$ cat config.mk
export PLATFORM = sky130hd
export DESIGN_NAME = zle_suppressor
export DESIGN_NICKNAME = d
export VERILOG_FILES = /design/src/rtl/zle_pkg.sv /design/src/rtl/zle_fifo.sv /design/src/rtl/zle_window.sv /design/src/rtl/zle_runs.sv /design/src/rtl/zle_emit.sv /design/src/rtl/zle_suppressor.sv
export SDC_FILE = /design/constraint.sdc
export NUM_CORES = 2
export LEC_CHECK = 0
export CORE_UTILIZATION = 50
export CTS_BUF_LIST = sky130_fd_sc_hd__clkbuf_8 sky130_fd_sc_hd__clkbuf_16
export CTS_CLUSTER_DIAMETER = 120
export DETAILED_ROUTE_END_ITERATION = 10
export PLACE_DENSITY_LB_ADDON = 0.2
export SYNTH_ARGS = -nofsm -noshare
export SYNTH_HDL_FRONTEND = slang
export SYNTH_SLANG_ARGS = --single-unit
$ cat constraint.sdc
create_clock -name clk -period 5.5 [get_ports clk]
set_input_delay 1.1 -clock clk [delete_from_list [all_inputs] [get_ports clk]]
set_output_delay 1.1 -clock clk [all_outputs]
set_load 0.02 [all_outputs]
$ cat src/rtl/zle_pkg.sv
package zle_pkg;
  localparam int WORD_W = 32;
  localparam int KIND_W = 2;
  localparam int PAY_W  = WORD_W - KIND_W;

  typedef enum logic [KIND_W-1:0] {
    K_SAMPLE = 2'b00,
    K_SKIP   = 2'b01,
    K_GOOD   = 2'b10,
    K_SIZE   = 2'b11
  } kind_e;

  typedef enum logic [1:0] {
    PH_RUN,
    PH_DRAIN,
    PH_CLOSE,
    PH_SIZE
  } phase_e;
endpackage

$ cat src/rtl/zle_fifo.sv
module zle_fifo #(
  parameter int W     = 16,
  parameter int DEPTH = 16
) (
  input  logic         clk,
  input  logic         rst_n,
  input  logic         push,
  input  logic [W-1:0] wdata,
  input  logic         pop,
  output logic [W-1:0] rdata,
  output logic         empty
);
  localparam int AW = $clog2(DEPTH);

  logic [W-1:0] mem [DEPTH];
  logic [AW:0]  wp_q, wp_d, rp_q, rp_d;
  logic         full;

  always_comb begin
    wp_d = push ? wp_q + (AW+1)'(1) : wp_q;
    rp_d = pop  ? rp_q + (AW+1)'(1) : rp_q;
  end

  always_ff @(posedge clk or negedge rst_n) begin
    if (!rst_n) begin
      wp_q <= '0;
      rp_q <= '0;
    end else begin
      wp_q <= wp_d;
      rp_q <= rp_d;
    end
  end

  always_ff @(posedge clk) begin
    if (push) mem[wp_q[AW-1:0]] <= wdata;
  end

  assign rdata = mem[rp_q[AW-1:0]];
  assign empty = (wp_q == rp_q);
  assign full  = (wp_q[AW] != rp_q[AW]) && (wp_q[AW-1:0] == rp_q[AW-1:0]);

  // pacing keeps the queues inside their depth
  a_r11_no_overflow: assert property (@(posedge clk) disable iff (!rst_n)
    push |-> !full);
  a_r11_no_underflow: assert property (@(posedge clk) disable iff (!rst_n)
    pop |-> !empty);
endmodule

$ cat src/rtl/zle_window.sv
module zle_window
  import zle_pkg::*;
#(
  parameter int SW      = 14,
  parameter int LBK_MAX = 32,
  parameter int LFWD_W  = 8
) (
  input  logic                         clk,
  input  logic                         rst_n,
  input  logic                         smp_valid,
  input  logic [SW-1:0]                smp_data,
  input  logic                         evt_end,
  input  logic [SW-1:0]                thr,
  input  logic                         pol_neg,
  input  logic [$clog2(LBK_MAX+1)-1:0] lbk_n,
  input  logic [LFWD_W-1:0]            lfwd_n,
  output logic                         ex_valid,
  output logic [SW-1:0]                ex_data,
  output logic                         ex_keep,
  output logic                         close_evt,
  output logic                         size_evt
);
  localparam int LBK_W = $clog2(LBK_MAX+1);
  localparam int GAP_W = ((LFWD_W > LBK_W) ? LFWD_W : LBK_W) + 1;
  localparam logic [GAP_W-1:0] GAP_SAT = '1;

  logic [SW-1:0]      dly_q [LBK_MAX];
  logic [LBK_MAX-1:0] dly_v_q;
  logic [SW-1:0]      tap_d [LBK_MAX+1];
  logic [LBK_MAX:0]   tap_v;
  phase_e             ph_q, ph_d;
  logic [LBK_W-1:0]   drn_q, drn_d, lbk_eff;
  logic [GAP_W-1:0]   gap_q, gap_d, limit;
  logic               in_v, step, over;

  assign lbk_eff = (lbk_n > LBK_W'(LBK_MAX)) ? LBK_W'(LBK_MAX) : lbk_n;
  assign in_v    = (ph_q == PH_RUN) && smp_valid;
  assign step    = in_v || (ph_q == PH_DRAIN);
  assign over    = in_v && (pol_neg ? (smp_data < thr) : (smp_data > thr));
  assign limit   = GAP_W'(lbk_eff) + GAP_W'(lfwd_n);

  assign tap_d[0] = smp_data;
  assign tap_v[0] = in_v;
  for (genvar i = 1; i <= LBK_MAX; i++) begin : g_tap
    assign tap_d[i] = dly_q[i-1];
    assign tap_v[i] = dly_v_q[i-1];
  end

  always_comb begin
    if (over)                 gap_d = '0;
    else if (gap_q == GAP_SAT) gap_d = GAP_SAT;
    else                      gap_d = gap_q + GAP_W'(1);
  end

  assign ex_valid  = step && tap_v[lbk_eff];
  assign ex_data   = tap_d[lbk_eff];
  assign ex_keep   = (gap_d <= limit);
  assign close_evt = (ph_q == PH_CLOSE);
  assign size_evt  = (ph_q == PH_SIZE);

  always_comb begin
    ph_d  = ph_q;
    drn_d = drn_q;
    case (ph_q)
      PH_RUN: begin
        if (evt_end) begin
          if (lbk_eff == '0) ph_d = PH_CLOSE;
          else begin
            ph_d  = PH_DRAIN;
            drn_d = lbk_eff;
          end
        end
      end
      PH_DRAIN: begin
        drn_d = drn_q - LBK_W'(1);
        if (drn_q == LBK_W'(1)) ph_d = PH_CLOSE;
      end
      PH_CLOSE: ph_d = PH_SIZE;
      default:  ph_d = PH_RUN;
    endcase
  end

  always_ff @(posedge clk or negedge rst_n) begin
    if (!rst_n) begin
      ph_q    <= PH_RUN;
      drn_q   <= '0;
      gap_q   <= GAP_SAT;
      dly_v_q <= '0;
    end else begin
      ph_q  <= ph_d;
      drn_q <= drn_d;
      if (ph_q == PH_SIZE) begin
        gap_q   <= GAP_SAT;
        dly_v_q <= '0;
      end else if (step) begin
        gap_q   <= gap_d;
        dly_v_q <= (dly_v_q << 1) | LBK_MAX'(in_v);
      end
    end
  end

  always_ff @(posedge clk) begin
    if (step) begin
      dly_q[0] <= smp_data;
      for (int i = 1; i < LBK_MAX; i++) dly_q[i] <= dly_q[i-1];
    end
  end

  // no sample leaves the window while an event is being closed
  a_r10_closed_quiet: assert property (@(posedge clk) disable iff (!rst_n)
    (close_evt || size_evt) |-> !ex_valid);
endmodule

$ cat src/rtl/zle_runs.sv
module zle_runs
  import zle_pkg::*;
#(
  parameter int SW      = 14,
  parameter int MAX_RUN = 16,
  parameter int SIZE_W  = 20
) (
  input  logic                     clk,
  input  logic                     rst_n,
  input  logic                     ex_valid,
  input  logic [SW-1:0]            ex_data,
  input  logic                     ex_keep,
  input  logic                     close_evt,
  input  logic                     size_evt,
  output logic                     smp_push,
  output logic [SW-1:0]            smp_wdata,
  output logic                     tok_push,
  output logic [KIND_W+SIZE_W-1:0] tok_wdata
);
  localparam int CW = $clog2(MAX_RUN+1);

  logic              good_q, good_d;
  logic [CW-1:0]     cnt_q, cnt_d;
  logic [SIZE_W-1:0] len_q, len_d, tok_cnt;
  kind_e             tok_kind, run_kind;

  assign run_kind  = good_q ? K_GOOD : K_SKIP;
  assign smp_push  = ex_valid && ex_keep;
  assign smp_wdata = ex_data;
  assign tok_wdata = {tok_kind, tok_cnt};

  always_comb begin
    good_d   = good_q;
    cnt_d    = cnt_q;
    tok_push = 1'b0;
    tok_kind = run_kind;
    tok_cnt  = SIZE_W'(cnt_q);
    if (ex_valid) begin
      if (cnt_q != '0 && ex_keep == good_q && cnt_q != CW'(MAX_RUN)) begin
        cnt_d = cnt_q + CW'(1);
      end else begin
        tok_push = (cnt_q != '0);
        good_d   = ex_keep;
        cnt_d    = CW'(1);
      end
    end else if (close_evt) begin
      tok_push = (cnt_q != '0);
      cnt_d    = '0;
    end else if (size_evt) begin
      tok_push = 1'b1;
      tok_kind = K_SIZE;
      tok_cnt  = len_q + SIZE_W'(1);
    end
    len_d = size_evt ? '0 : len_q + SIZE_W'(smp_push) + SIZE_W'(tok_push);
  end

  always_ff @(posedge clk or negedge rst_n) begin
    if (!rst_n) begin
      good_q <= 1'b0;
      cnt_q  <= '0;
      len_q  <= '0;
    end else begin
      good_q <= good_d;
      cnt_q  <= cnt_d;
      len_q  <= len_d;
    end
  end

  // a closed stretch never holds more than the run limit
  a_r7_token_cap: assert property (@(posedge clk) disable iff (!rst_n)
    (tok_push && tok_kind != K_SIZE) |-> (tok_cnt != '0 && tok_cnt <= SIZE_W'(MAX_RUN)));
endmodule

$ cat src/rtl/zle_emit.sv
module zle_emit
  import zle_pkg::*;
#(
  parameter int SW      = 14,
  parameter int MAX_RUN = 16,
  parameter int SIZE_W  = 20
) (
  input  logic                     clk,
  input  logic                     rst_n,
  input  logic                     tok_empty,
  input  logic [KIND_W+SIZE_W-1:0] tok_rdata,
  input  logic                     smp_empty,
  input  logic [SW-1:0]            smp_rdata,
  output logic                     tok_pop,
  output logic                     smp_pop,
  output logic                     out_valid,
  output logic [WORD_W-1:0]        out_word
);
  localparam int CW = $clog2(MAX_RUN+1);

  logic [CW-1:0]     left_q, left_d;
  logic              vld_q, vld_d;
  logic [WORD_W-1:0] word_q, word_d;
  kind_e             tok_kind, out_kind;
  logic [SIZE_W-1:0] tok_cnt;

  assign tok_kind = kind_e'(tok_rdata[KIND_W+SIZE_W-1:SIZE_W]);
  assign tok_cnt  = tok_rdata[SIZE_W-1:0];
  assign out_kind = kind_e'(word_q[WORD_W-1:PAY_W]);

  always_comb begin
    left_d  = left_q;
    vld_d   = 1'b0;
    word_d  = word_q;
    tok_pop = 1'b0;
    smp_pop = 1'b0;
    if (left_q != '0) begin
      smp_pop = 1'b1;
      vld_d   = 1'b1;
      word_d  = {K_SAMPLE, PAY_W'(smp_rdata)};
      left_d  = left_q - CW'(1);
    end else if (!tok_empty) begin
      tok_pop = 1'b1;
      vld_d   = 1'b1;
      word_d  = {tok_kind, PAY_W'(tok_cnt)};
      if (tok_kind == K_GOOD) left_d = CW'(tok_cnt);
    end
  end

  always_ff @(posedge clk or negedge rst_n) begin
    if (!rst_n) begin
      left_q <= '0;
      vld_q  <= 1'b0;
      word_q <= '0;
    end else begin
      left_q <= left_d;
      vld_q  <= vld_d;
      word_q <= word_d;
    end
  end

  assign out_valid = vld_q;
  assign out_word  = word_q;

  // a good word is followed at once by sample words
  a_r5_good_then_data: assert property (@(posedge clk) disable iff (!rst_n)
    (vld_q && out_kind == K_GOOD) |=> (vld_q && out_kind == K_SAMPLE));
  // skip counts are non-zero and bounded
  a_r4_skip_range: assert property (@(posedge clk) disable iff (!rst_n)
    (vld_q && out_kind == K_SKIP) |->
      (word_q[PAY_W-1:0] != '0 && word_q[PAY_W-1:0] <= PAY_W'(MAX_RUN)));
  // good counts are non-zero and bounded
  a_r7_good_range: assert property (@(posedge clk) disable iff (!rst_n)
    (vld_q && out_kind == K_GOOD) |->
      (word_q[PAY_W-1:0] != '0 && word_q[PAY_W-1:0] <= PAY_W'(MAX_RUN)));
  // samples of an announced stretch are already queued
  a_r11_data_ready: assert property (@(posedge clk) disable iff (!rst_n)
    (left_q != '0) |-> !smp_empty);
endmodule

$ cat src/rtl/zle_suppressor.sv
module zle_suppressor
  import zle_pkg::*;
#(
  parameter int SW        = 14,
  parameter int LBK_MAX   = 32,
  parameter int LFWD_W    = 8,
  parameter int MAX_RUN   = 16,
  parameter int SIZE_W    = 20,
  parameter int SMP_DEPTH = 64,
  parameter int TOK_DEPTH = 16
) (
  input  logic                         clk,
  input  logic                         rst_n,
  input  logic                         smp_valid,
  input  logic [SW-1:0]                smp_data,
  input  logic                         evt_end,
  input  logic [SW-1:0]                thr,
  input  logic                         pol_neg,
  input  logic [$clog2(LBK_MAX+1)-1:0] lbk_n,
  input  logic [LFWD_W-1:0]            lfwd_n,
  output logic                         out_valid,
  output logic [WORD_W-1:0]            out_word
);
  localparam int TOK_W = KIND_W + SIZE_W;

  logic [1:0]       rs_q;
  logic             rst_q;
  logic             ex_valid, ex_keep, close_evt, size_evt;
  logic [SW-1:0]    ex_data, smp_wdata, smp_rdata;
  logic             smp_push, smp_pop, smp_empty;
  logic             tok_push, tok_pop, tok_empty;
  logic [TOK_W-1:0] tok_wdata, tok_rdata;

  always_ff @(posedge clk or negedge rst_n) begin
    if (!rst_n) rs_q <= '0;
    else        rs_q <= {rs_q[0], 1'b1};
  end
  assign rst_q = rs_q[1];

  zle_window #(.SW(SW), .LBK_MAX(LBK_MAX), .LFWD_W(LFWD_W)) u_win (
    .clk(clk), .rst_n(rst_q), .smp_valid(smp_valid), .smp_data(smp_data),
    .evt_end(evt_end), .thr(thr), .pol_neg(pol_neg), .lbk_n(lbk_n),
    .lfwd_n(lfwd_n), .ex_valid(ex_valid), .ex_data(ex_data),
    .ex_keep(ex_keep), .close_evt(close_evt), .size_evt(size_evt));

  zle_runs #(.SW(SW), .MAX_RUN(MAX_RUN), .SIZE_W(SIZE_W)) u_runs (
    .clk(clk), .rst_n(rst_q), .ex_valid(ex_valid), .ex_data(ex_data),
    .ex_keep(ex_keep), .close_evt(close_evt), .size_evt(size_evt),
    .smp_push(smp_push), .smp_wdata(smp_wdata),
    .tok_push(tok_push), .tok_wdata(tok_wdata));

  zle_fifo #(.W(SW), .DEPTH(SMP_DEPTH)) u_smp_q (
    .clk(clk), .rst_n(rst_q), .push(smp_push), .wdata(smp_wdata),
    .pop(smp_pop), .rdata(smp_rdata), .empty(smp_empty));

  zle_fifo #(.W(TOK_W), .DEPTH(TOK_DEPTH)) u_tok_q (
    .clk(clk), .rst_n(rst_q), .push(tok_push), .wdata(tok_wdata),
    .pop(tok_pop), .rdata(tok_rdata), .empty(tok_empty));

  zle_emit #(.SW(SW), .MAX_RUN(MAX_RUN), .SIZE_W(SIZE_W)) u_emit (
    .clk(clk), .rst_n(rst_q), .tok_empty(tok_empty), .tok_rdata(tok_rdata),
    .smp_empty(smp_empty), .smp_rdata(smp_rdata), .tok_pop(tok_pop),
    .smp_pop(smp_pop), .out_valid(out_valid), .out_word(out_word));

  // nothing leaves the block while reset is held
  a_r9_quiet_in_reset: assert property (@(posedge clk)
    !rst_q |-> !out_valid);
endmodule

Word level (Yosys, flattened, before mapping):

Memory sizes are Yosys's and may differ from the RTL's.
Cells that the tools add are included.

* register bits after elaboration: 139
* RAM bits: 1696
* input bits: 47
* output and inout bits: 33
* word-level logic and storage cells: 121
* memories kept: 3

* add/sub/neg operators: 12
* order comparisons: 6
* equality and inequality tests: 13
* muxes and demuxes: 50
* bitwise gates (word level): 3
* reductions and logical operators: 19

Memory list
* u_smp_q.mem: words 64, bits a word 14, read ports 1, clocked after Yosys merged registers in 0, wr ports 1, line zle_fifo.sv:15 `logic [W-1:0] mem [DEPTH];`
* u_win.dly_q: words 32, bits a word 14, read ports 32, clocked after Yosys merged registers in 0, wr ports 32, line zle_window.sv:27 `logic [SW-1:0] dly_q [LBK_MAX];`
* u_tok_q.mem: words 16, bits a word 22, read ports 1, clocked after Yosys merged registers in 0, wr ports 1, line zle_fifo.sv:15

Operator list (count)
* 32-bit two-way mux: 4
* 14-bit binary-select mux with 6-bit select: 1
* 20-bit two-way mux: 4
* 20-bit by 1-bit adder with 20-bit output: 2
* 9-bit two-way mux: 4
* 32-bit by 1-bit bitwise OR with 32-bit output: 1
* 5-bit two-way mux: 6
* 14-bit two-way mux: 2
* 20-bit by 1-bit adder with 20-bit output (second input constant): 1
* 6-bit two-way mux: 3
* 1-bit two-way mux: 16
* 5-bit by 1-bit adder with 5-bit output (second input constant): 3
* 7-bit by 1-bit adder with 7-bit output (second input constant): 2
* 14-bit greater-than comparator: 1
* 14-bit < comparator: 1
* 2-bit two-way mux: 7
* 6-bit one-hot mux with 2 select lines: 1
* 5-bit nonzero test: 2
* 6-bit by 8-bit adder with 9-bit output: 1
* 9-bit by 1-bit adder with 9-bit output (second input constant): 1
* 9-bit == test (second input constant): 1
* 9-bit less-or-equal comparator: 1
* 2-bit inequality test (second input constant): 4
* 2-bit nonzero test: 4
* other kinds (21): 30

Depth between registers and ports, before layout:

* word-level depth: 12
* depth in mapped cells: 30

Cells and area by module:

A second synthesis with hierarchy kept.

* cell total of the unflattened synthesis: 3795
* area total of the unflattened synthesis: 73297.8 µm²

Modules (own cells, without submodules)
* zle_fifo (u_smp_q): times used 1, cells each 1611, area an instance 35265.1 µm²
* zle_window: times used 1, cells each 1163, area an instance 20632.3 µm²
* zle_fifo (u_tok_q): times used 1, cells each 661, area an instance 14062.2 µm²
* zle_runs: times used 1, cells each 228, area an instance 1914.3 µm²
* zle_emit: times used 1, cells each 129, area an instance 1370.1 µm²
* zle_suppressor: times used 1, cells each 3, area an instance 53.8 µm²

Worst setup path before layout:

Ideal clock, no wire load.

* kind: input -> register
* start point: input port smp_valid
* end point: memory u_win.dly_q[0][0], enable pin
* setup time: 0.988 ns
* arrival: 13.738 ns
* path slack: -9.226 ns
* stages on the path: 4
* buffers on the path: 1
* cells stage by stage: and2_1 -> nor2_1 -> inv_1 -> clkbuf_1

RTL lines
* from (decl): line zle_suppressor.sv:14 `input logic smp_valid,`
* to (decl): line zle_window.sv:27

Worst setup path after layout:

* start point: input port thr[9]
* end point: register u_runs.len_q[12]

* cells in the longest elaborated chain, start to end: 12

RTL lines
* from (decl): line zle_suppressor.sv:17 `input logic [SW-1:0] thr,`
* 14-bit greater-than comparator / 14-bit < comparator (equally long branches): line zle_window.sv:39 `assign over = in_v && (pol_neg ? (smp_data < thr) : (smp_data > thr));`
* 1-bit two-way mux (*): line zle_window.sv:39
* 1-bit logical AND (*): line zle_window.sv:39
* 9-bit two-way mux (*): line zle_window.sv:50 `if (over) gap_d = '0;`
* 9-bit less-or-equal comparator (*): line zle_window.sv:57 `assign ex_keep = (gap_d <= limit);`
* branches (longest 5 deep; another with 20-bit by 1-bit adder with 20-bit output)
* 20-bit by 1-bit adder with 20-bit output (*): line zle_runs.sv:54 `len_d = size_evt ? '0 : len_q + SIZE_W'(smp_push) + SIZE_W'(tok_push);`
* 20-bit two-way mux (*): line zle_runs.sv:54
* via u_runs.len_d[12]: line zle_runs.sv:24 `logic [SIZE_W-1:0] len_q, len_d, tok_cnt;`
* to (signal assigned): line zle_runs.sv:65 `len_q <= len_d;`
* to (decl): line zle_runs.sv:24

Mark *: on every way through the listed nets, which the timed path passes.
A chain may end at the register's enable or synchronous reset.

==> results.txt <==
The global routing met1 resource utilization came out at 32.01%. The number of unique standard cell types used by synthesis was 69; the fraction of the yosys area taken by sequential cells was 74.94%. The run gives 187.0 MHz as the maximum frequency from static timing analysis.

The run gives 3.284% as the met3 track demand over resource. Sorting the synthesized cells by how often they occur yields 1696 x edfxtp_1, 535 x mux4_2, 147 x nor2_1. Power spread over the standard cell area amounts to 538.8 nW/um^2.

The run gives 0 as the max capacitance violation total. The routed wire length came out at 154.7 mm. The count of state elements after synthesis is 1823, and the layout net count is 3833.

The run gives 3630 as the number of DRC violations after detailed-routing iteration 0. The average instance in the mapped netlist occupies 21.24 um^2. The tools report the hold buffer count at cts as 0. In this design, the stage delay of the slowest critical-path cell is 450 ps. For the setup slack of the critical path after layout, the log shows 153.3 ps.

For the met2 usage, the log shows 33.86%. The count of cells in the finished layout, fillers not included, comes to 5793. CTS saw 1823 sinks. The worst-case clock skew came out at 24.97 ps. The critical path contains buffers and inverters numbering 7 combined.

The worst setup path is launched from an input pin. The floorplan has 139 rows. The layer with the highest usage after global routing is met2.

In this run the worst path has a maximum fanout of 10. The slack of the worst reg-to-reg path was 770 ps; the insertion delay to the later sink of the worst-skew pair was 800 ps. The initial antenna violation count was 1; the number of cell instances on the worst register-to-register path was 24. The number of clock buffers added by TritonCTS is 182. The tools report the max-slew violation count as 0. The prevailing post-synth register cell was edfxtp_1. The ratio of cells with drive above 1 in the final layout works out to 29.64%. The cell with the largest stage delay on the worst path is clkdlybuf4s50_1. The routed design could run at a clock period as short as 5347 ps.

Startpoint of the most critical setup path: thr[9]. Global routing consumed, over all layers together, 21.62% of the routing resources. The maximum number of pins on one net before global-route repair was 113. The core region is 143500 um^2. The count of nets left with antenna violations once routing finished came out at 0.

The floorplan step set the die height to 382.0 um. The tools report the area used by multi-input combinational logic as 17530 um^2. Counting flops with a built-in enable in the synthesized netlist gives 1696.

Using the TritonRoute via totals, the vias-per-cell ratio works out to 5.972. The logs give 26.1% for the part of the power in the clock network and 0 for the final count of hold timing violations. At the worst endpoint, the required time is 6200 ps. By area the synthesized netlist is led by edfxtp_1 71%, mux4_2 17%, dfrtp_1 4.1%, ha_1 0.83%, nor2_1 0.76%.

Once placement finished, the instance area stood at 78150 um^2. TritonCTS built the clock tree. Before CTS, the worst setup slack after placement is -774.8 ps. After synthesis, the largest area contributor takes up 70.53% of total cell area. After synthesis, the share of flip-flops with an asynchronous set or reset is 6.967%.

The initial core utilization came out at 50.33%. The number of global-route vias before repair is 36300. For the worst supply voltage drop on vdd, the log shows 0.4452 mV. Of the available clock period, the critical path in the final layout requires 97.21%. Of the total power, combinational logic draws 26.9%. The nature of the critical path endpoint is a flip-flop. The length of the first detailed-routing pass in iterations is 5, and the number of I/O pins is 80. The cell family contributing the most delay on the critical path was compound AO/OA/AOI/OAI gates.

Biggest area consumer among synthesized cells: edfxtp_1. Routability-driven placement finished with a final weighted congestion of 0.8367. No sink is reached through more buffers than the 3 on the longest clock path. The first-pass GRT wire length came out at 234.7 mm. Compared with the post-synthesis result, the final layout area differs by 16.22%. In this run the critical register-to-register path is launched from u_win.ph_q[1]$_DFFE_PN0P_. In this run, placement finished with an instance count of 5455.

Number of buffers inserted by port buffering: 69. The CTS clock-pin slew for the worst setup and hold paths is 60 ps. The flow ran to the end, and the final reports show no timing, DRC or antenna violations. The slew of the pin with the lowest slew margin works out to 1253 ps. The analysis attributes to cell leakage a power of 28.05 nW. The worst register-to-register path ends at u_runs.len_q[12]$_DFF_PN0_. The analysis attributes to net switching a power of 13.53 mW. The worst pin sits at a relative slew slack of 15.56%. The internal power of the cells totals 31.68 mW. Library cell used as clock root buffer: clkbuf_16.

The average routed wire per standard cell was 26.70 um. The cell with the most instances after synthesis is edfxtp_1. The run gives 0 as the Yosys warning count.

In this run the cell area of the synthesized design comes to 72210 um^2. Synthesis produced a netlist whose cell count is 3400. The run gives 0 as the post-route DRC violation count. By startpoint and endpoint, the worst setup path is classified as in -> reg. The die width came out at 382.0 um. The floorplan step defined a die boundary enclosing 145900 um^2.

After filler insertion, the fill cell instance count of the layout stands at 10170. 0 antenna diodes ended up in the layout. The wire-length estimate of the detail-placed layout is 96.47 mm.

Buffers added to address setup during post-CTS repair amount to 0. For the critical path arrival, the log shows 6050 ps. The flip-flop and latch area was 54140 um^2. After routing the design area is 83930 um^2. The share of power burned in registers came out at 47.0%. The path class of the tightest hold or removal check is reg -> async.

Number of vias in the routed layout: 34600. For this run the aggregate overflow at the end of global routing stands at 0. Net switching is 29.93% of the power. Setup violations remaining at the end of the flow were counted as 0. The H-tree was split into 4 levels.
-- state kept, by name, indices dropped and copies added (netlist names) --
name and count:
u_tok_q.wp_q 5, u_smp_q.rp_q 6, u_win.gap_q 9, u_win.drn_q 6, u_win.ph_q 2, u_runs.len_q 20
u_emit.out_word 22, u_tok_q.mem 352, u_emit.out_valid 1, u_smp_q.mem 896, u_runs.cnt_q 5, u_emit.left_q 5
u_win.dly_v_q 32, u_smp_q.wp_q 6, rs_q 2, u_win.dly_q 448, u_tok_q.rp_q 5, u_runs.good_q 1
-- worst max path at each step --
| stage | to | slack (ps) | depth (start not counted) |
|---|---|---|---|
| after global placement | u_runs.len_q[14]$_DFF_PN0_ | -710 | 27 |
| after CTS | u_runs.len_q[12]$_DFF_PN0_ | 60 | 27 |
| after detailed placement | u_runs.len_q[12]$_DFF_PN0_ | -770 | 27 |
| after global routing | u_runs.len_q[12]$_DFF_PN0_ | -60 | 27 |
| after floorplan | u_smp_q.mem[44][0]$_DFFE_PP_ | -180 | 23 |
| final | u_runs.len_q[12]$_DFF_PN0_ | 150 | 27 |
-- metal layers --
layer | part of all wire [%] | vias up
li1 | - | 14730
met1 | 43 | 18470
met2 | 48 | 1152
met3 | 6.0 | 237
met4 | 2.5 | 2
met5 | 0.0084 | -
-- stage by stage --
step	TNS (ps)	utilization [%]	hold WS [ps]	power, mW
6_report	0	58.49	315.6	45.22
3_5_place_dp	-477240	54.47	339.7	33.71
2_1_floorplan	-41480	-	331.2	28.91
5_1_grt	-146.3	58.49	366.6	47.12
3_3_place_gp	-431420	54.47	333.2	33.15
4_1_cts	0	58.47	352.4	45.61
-- cell families after synthesis --
kind of cell | count (synthesis) | share of synthesized area, %
AOI/OAI and AO/OA | 191 | 1.547
xor gates and xnor gates | 73 | 0.8854
adders and majority gates | 50 | 0.8871
buffers and inverters | 232 | 1.324
DFF | 1823 | 74.94
muxes | 606 | 17.73
other | 2 | 0.01040
and+or+nand+nor | 423 | 2.675
-- power by group through the flow --
stage / Clock (mW) / Sequential, mW / Combinational (mW)
6_report: 11.8 / 21.3 / 12.1
5_1_grt: 12.6 / 21.6 / 12.9
4_1_cts: 12.1 / 21.3 / 12.3
3_5_place_dp: 0 / 21.5 / 12.2
3_3_place_gp: 0 / 21.3 / 11.9
2_1_floorplan: 0 / 20.8 / 8.10
-- layout by cell type (no fill, tap or decap), types with 7 or more instances in the layout --
cell type	instances
a21oi_1	82
ha_1	45
buf_4	156
clkinv_2	31
nor2b_1	9
edfxtp_1	1696
clkbuf_16	185
o21ai_4	14
conb_1	11
dfrtp_1	109
nand2_1	137
nand4_1	16
and3_1	25
xnor2_1	44
mux4_2	535
xor2_1	29
mux2_2	31
nor3_1	11
bufinv_16	14
buf_12	104
o21ai_0	18
dfstp_2	9
inv_1	84
and2_1	9
clkdlybuf4s50_1	68
o22ai_1	21
mux2i_1	38
o21ai_1	8
nor2_1	143
o31ai_1	9
nand3_1	18
clkinv_1	46
or3_1	7
-- area by class of cell --
class                           instances  share of cell area [%]
Clock buffer                          186                   5.532
Clock inverter                        152                   1.301
Inverter                               46                  0.2326
Multi-Input combinational cell       1354                   20.89
Sequential cell                      1823                   64.51
Tap cell                             1903                   2.837
Timing Repair Buffer                  329                   4.693
-- what timing repair did --
action / in CTS / in global routing
resized for setup: 0 / 7
hold endpoints to repair: 0 / 0
endpoints found under the setup margin: 0 / 144
Power figures use the tool's default switching activity.
